## config.mk

```make
export PLATFORM = sky130hd
export DESIGN_NAME = regfile_cg
export DESIGN_NICKNAME = d
export VERILOG_FILES = /design/src/rtl/regfile_cg.sv
export SDC_FILE = /design/constraint.sdc
export NUM_CORES = 1
export LEC_CHECK = 0
export CORE_ASPECT_RATIO = 0.5
export CORE_UTILIZATION = 57
export DETAILED_ROUTE_END_ITERATION = 10
export DONT_BUFFER_PORTS = 1
export PLACE_DENSITY = 0.75
export SYNTH_ARGS = -nofsm -noshare
export SYNTH_HDL_FRONTEND = slang
export SYNTH_SLANG_ARGS = --single-unit
```

## constraint.sdc

```tcl
create_clock -name clk -period 1.9 [get_ports clk]
set_input_delay 0.19 -clock clk [delete_from_list [all_inputs] [get_ports clk]]
set_output_delay 0.19 -clock clk [all_outputs]
set_load 0.01 [all_outputs]
```

## src/rtl/regfile_cg.sv

```systemverilog
module regfile_cg #(
  parameter int DW   = 16,
  parameter int NREG = 16,
  parameter int AW   = $clog2(NREG)
) (
  input  logic          clk,
  input  logic          rst,
  input  logic [AW-1:0] rd_a_idx,
  input  logic [1:0]    rd_a_mode,
  output logic [DW-1:0] rd_a_data,
  input  logic [AW-1:0] rd_b_idx,
  output logic [DW-1:0] rd_b_data,
  input  logic          wr_en,
  input  logic [AW-1:0] wr_idx,
  input  logic          wr_byte,
  input  logic [DW-1:0] wr_data,
  input  logic          flg_en,
  input  logic          flg_byte,
  input  logic [DW-1:0] flg_result,
  input  logic          flg_carry,
  output logic          gie_o,
  output logic          core_off_o,
  output logic          osc_off_o,
  output logic [1:0]    scg_o
);
  localparam logic [AW-1:0] SR_IDX = AW'(2);
  localparam logic [AW-1:0] CG_IDX = AW'(3);

  logic [DW-1:0] regs [NREG];
  logic [DW-1:0] wr_val;
  logic          sr_wr, flg_z, flg_n;

  assign wr_val = wr_byte ? {{(DW-8){1'b0}}, wr_data[7:0]} : wr_data;
  assign sr_wr  = wr_en && (wr_idx == SR_IDX);
  assign flg_z  = flg_byte ? (flg_result[7:0] == 8'd0) : (flg_result == '0);
  assign flg_n  = flg_byte ? flg_result[7] : flg_result[DW-1];

  always_ff @(posedge clk) begin
    if (rst) begin
      for (int i = 0; i < NREG; i++) regs[i] <= '0;
    end else begin
      if (wr_en && (wr_idx != CG_IDX)) regs[wr_idx] <= wr_val;
      if (flg_en && !sr_wr) regs[SR_IDX][2:0] <= {flg_n, flg_z, flg_carry};
    end
  end

  always_comb begin
    rd_a_data = regs[rd_a_idx];
    if (rd_a_idx == CG_IDX) begin
      case (rd_a_mode)
        2'd0:    rd_a_data = '0;
        2'd1:    rd_a_data = DW'(1);
        2'd2:    rd_a_data = DW'(2);
        default: rd_a_data = '1;
      endcase
    end else if (rd_a_idx == SR_IDX) begin
      case (rd_a_mode)
        2'd0:    rd_a_data = regs[SR_IDX];
        2'd1:    rd_a_data = '0;
        2'd2:    rd_a_data = DW'(4);
        default: rd_a_data = DW'(8);
      endcase
    end
  end

  assign rd_b_data  = regs[rd_b_idx];
  assign gie_o      = regs[SR_IDX][3];
  assign core_off_o = regs[SR_IDX][4];
  assign osc_off_o  = regs[SR_IDX][5];
  assign scg_o      = regs[SR_IDX][7:6];
endmodule

```

==> flow_results.org <==
** Status
- Result of the run :: finished, violations left
- Violations in the final reports :: negative setup slack

** Worst setup path
- Worst EP required :: between 1.5 and 2 ns
- By startpoint and endpoint, the worst setup path is classified as register to output port.
- STA classifies the critical path startpoint as a register.
- The worst setup path is captured at an output port.
- CP Cell Sequence :: mux4_4, mux4_2
- Max Fanout on Critical Path :: 2
- For this design, the slowest cell found on the critical path is mux4_4.
- Slowest Stage Delay on Critical Path :: roughly 0.65 ns
- Data arrives at the worst endpoint at approximately 2.1 ns.

** Logic synthesis
- Most frequent cells after synthesis :: edfxtp_1, nor2_1, mux4_2
- Post-synthesis cell type with the largest combined area :: edfxtp_1
- The average instance in the mapped netlist occupies 14.2 um2.
- Counting distinct cell types in the post-synthesis netlist gives 44.
- Synth Instances :: 966
- Yosys Warn Count :: 0
- Flip-flop cell with the highest count after synthesis :: edfxtp_1
- Yosys mapped a number of flops with a built-in enable equal to approximately 260.
- Post-synth ARST share :: 0%
- Top cells by area in the synthesized netlist :: edfxtp_1, mux4_2, mux4_1
- Most numerous cell in the Yosys netlist :: edfxtp_1
- Summing every instance area after synthesis gives around 14000 um2.
- Summing the sequential cell areas from Yosys gives a little under three fifths of the chip area.
- In this run the biggest area consumer among cell types represents 56.2% of the synthesized area.
- Flops & latches, synth :: 256

** Clocking
- Clock tree synthesis selected as its root buffer the cell clkbuf_16.
- After clock tree synthesis, the clock-pin slew on the worst setup and hold paths is roughly 0.070 ns.
- The clock passes through at most 3 buffers.
- CTS sink cnt :: 256
- CTS tree :: done
- Counting the buffers created by CTS gives 23.
- In this run the number of H-tree levels came out at 1.

** Cells and area
- Area of combinational cells with multiple inputs :: 5760 um2
- In the final design database the tool counted 1080 nets.
- The register with the most flip-flops in the layout has 256 of them.
- Relative to the synthesized area, the layout overhead comes to 13.4%.
- Fill cells in the final layout number ~1500.
- Fraction of layout instances using a drive strength above 1 :: between 20% and 30%
- Summing all flip-flop and latch instances after layout gives around 7700 um2.
- Largest registers ranked by flip-flop count :: regs x256
- After routing the design area is between 15000 and 20000 um2.
- Register with the most flip-flops :: regs
- The finished layout holds 1350 standard cells, fillers aside.

** Routing
- In the routed layout, each cell is associated on average with a via count of 7.04.
- After detailed routing, the average wire length per cell comes to ~31 um.
- The detailed router finished its first iteration with about 1700 violations.
- In the routed design, unresolved DRC markers number 0.
- Total Routed Length :: 42000 um
- Before antenna repair, the detailed router went through 6 iterations.
- In this run the remaining antenna-violating nets after routing total 0.
- Across all layers, the routed design uses between 9000 and 10000 vias.

** STA
- Dividing the final minimum period by the clock period gives 122%.
- The number of failing hold endpoints at the final stage came to 0.
- The total count of max-transition violations in the final report was 0.
- Maximum clock rate :: approximately 0.43 GHz
- Setup repair after global routing missed its margin :: true
- Across all hold checks on the routed design, the worst slack comes to ~0.05 ns.
- Counting I/O delays and the setup requirement, the final critical path takes between 2 and 2.5 ns.
- Final setup margin :: -0.413 ns
- Relative slew slack :: approximately a quarter
- Final setup violation count :: 32
- At the pin with the least slew margin, the transition time is approximately 1.1 ns.

** Die
- Horizontal die dimension :: ~220 um
- The floorplan step defined a die boundary enclosing 24700 um2.
- 90 I/O pins were placed.
- In this run the standard cell core region covers 23200 um2.
- Starting utilization of the core area :: between 50% and 60%
- Measured along the y axis, the die boundary spans ~110 um.
- Row generation in the floorplan step produced 39 rows.

** Placement
- I/O Buffers :: 0
- In this run, placement finished with an instance count of 1270.
- In this run the cell area measured after placement is approximately 14000 um2.
- Detailed-placement wirelength estimate :: between 20000 and 30000 um
- At the end of routability-driven placement, the weighted congestion stood at roughly 0.95.

** Global route
- Number of antenna violations at the first check in global routing :: 3
- Total grt overflow :: 0
- The first global-routing pass estimated roughly 61000 um of wire.
- Highest-utilization routing layer at the global route stage :: met1
- Met1 GRT Util :: about half
- Global routing consumed, on the met2 layer, 49.6% of the routing resources.
- Entering global routing, the biggest net connects 73 pins.
- The via count of the first global-routing pass was about 9100.
- Global Route met3 Usage :: between 10 and 15%
- Combined global-route utilization of all metal layers :: 34.3%

** Job
- Max-cap violations in this run came to 0.

** Power
- Power density relative to cell area :: 837 nW/um2
- Reported leakage power :: between 5 and 6 nW
- Max rail drop VDD :: ~510 uV

** Worst hold path
- In this run the worst hold path is classified as primary input to register.
[through the flow]
stage | util, % | TNS (ns) | worst slack [ns] | power (mW)
final | 66.9 | -8.22 | -0.413 | 13.0
after global placement | 61.4 | 0 | 0.0496 | 8.18
after CTS | 66.2 | -7.67 | -0.403 | 12.9
after floorplan | - | 0 | 0.000347 | 7.88
after global routing | 66.9 | -8.94 | -0.419 | 13.2
after detailed placement | 61.4 | -0.0425 | -0.0125 | 8.23
[power by group]
part           total (mW)  internal [mW]  leakage (nW)  switching (mW)
registers            6.74           6.55          2.45           0.192
clock network        4.60           2.49         0.344            2.10
logic                1.65          0.794          2.87           0.856
[area by class of cell]
class                   instances  share of cell area, %
clock buffers                  25                   3.76
diodes                          1                 0.0161
clock inverters                15                  0.847
well taps                     307                   2.48
repair buffers                110                   5.83
multi-input cells             620                   37.1
flip-flops and latches        256                   49.5
inverters                      16                  0.387
[cell families (layout without fill, tap and decap cells)]
kind of cell | Yosys count | in the layout | synth area share (%)
and+or+nand+nor | 392 | 392 | 14.5
AOI/OAI and AO/OA | 65 | 65 | 3.34
buffers and inverters | 105 | 166 | 3.76
muxes | 147 | 147 | 22.2
other | 1 | 17 | 0.0274
DFF | 256 | 256 | 56.2
[path summary, 6_finish.rpt]
check	from	end	slack [ns]	depth (start not counted)
hold / removal	flg_byte	regs[2][1]$_DFFE_PP_	0.05	2
setup / recovery	regs[4][2]$_SDFFCE_PN0P_	rd_b_data[2]	-0.41	2
[cell usage in the layout, fill, tap and decap left out, types with 5 or more instances in the layout]
cell / n
and2_4: 7
mux4_1: 10
nand2b_1: 23
nand2_1: 32
clkbuf_16: 23
and2_0: 5
nor4_1: 5
o21ai_2: 7
dlygate4sd3_1: 15
o21ai_1: 5
nor2b_1: 19
and3_1: 77
conb_1: 16
buf_4: 91
nor2_1: 151
nand3_1: 6
a2111oi_0: 10
a21oi_1: 15
mux4_2: 107
clkinv_2: 5
nand3_2: 23
and2_1: 30
mux2i_1: 28
a2bb2oi_1: 10
inv_1: 16
edfxtp_1: 256
[worst max-delay path: cells and delay by family (launching register included)]
kind,cells,cell delay [ns]
muxes,2,1.18
DFF,1,0.42
[layer usage]
metal  share of wire, %  wire length [um]  up-vias
li1                   -                 -     3836
met3                 17              7010       84
met1                 38             15900     4794
met5              0.031                13        -
met4                2.1               871        2
met2                 43             18200      785
[timing repair]
| item | 4_1_cts | 5_1_grt |
|---|---|---|
| resized for setup | 63 | 21 |
| pin swaps | 34 | 19 |
| hold buffers | 16 | 0 |
| hold endpoints to repair | 126 | 0 |
| endpoints found under the setup margin | 32 | 32 |
| buffers inserted | 13 | 10 |
| gates cloned | 0 | 0 |
Note: power is estimated with default switching activity, not from simulation.
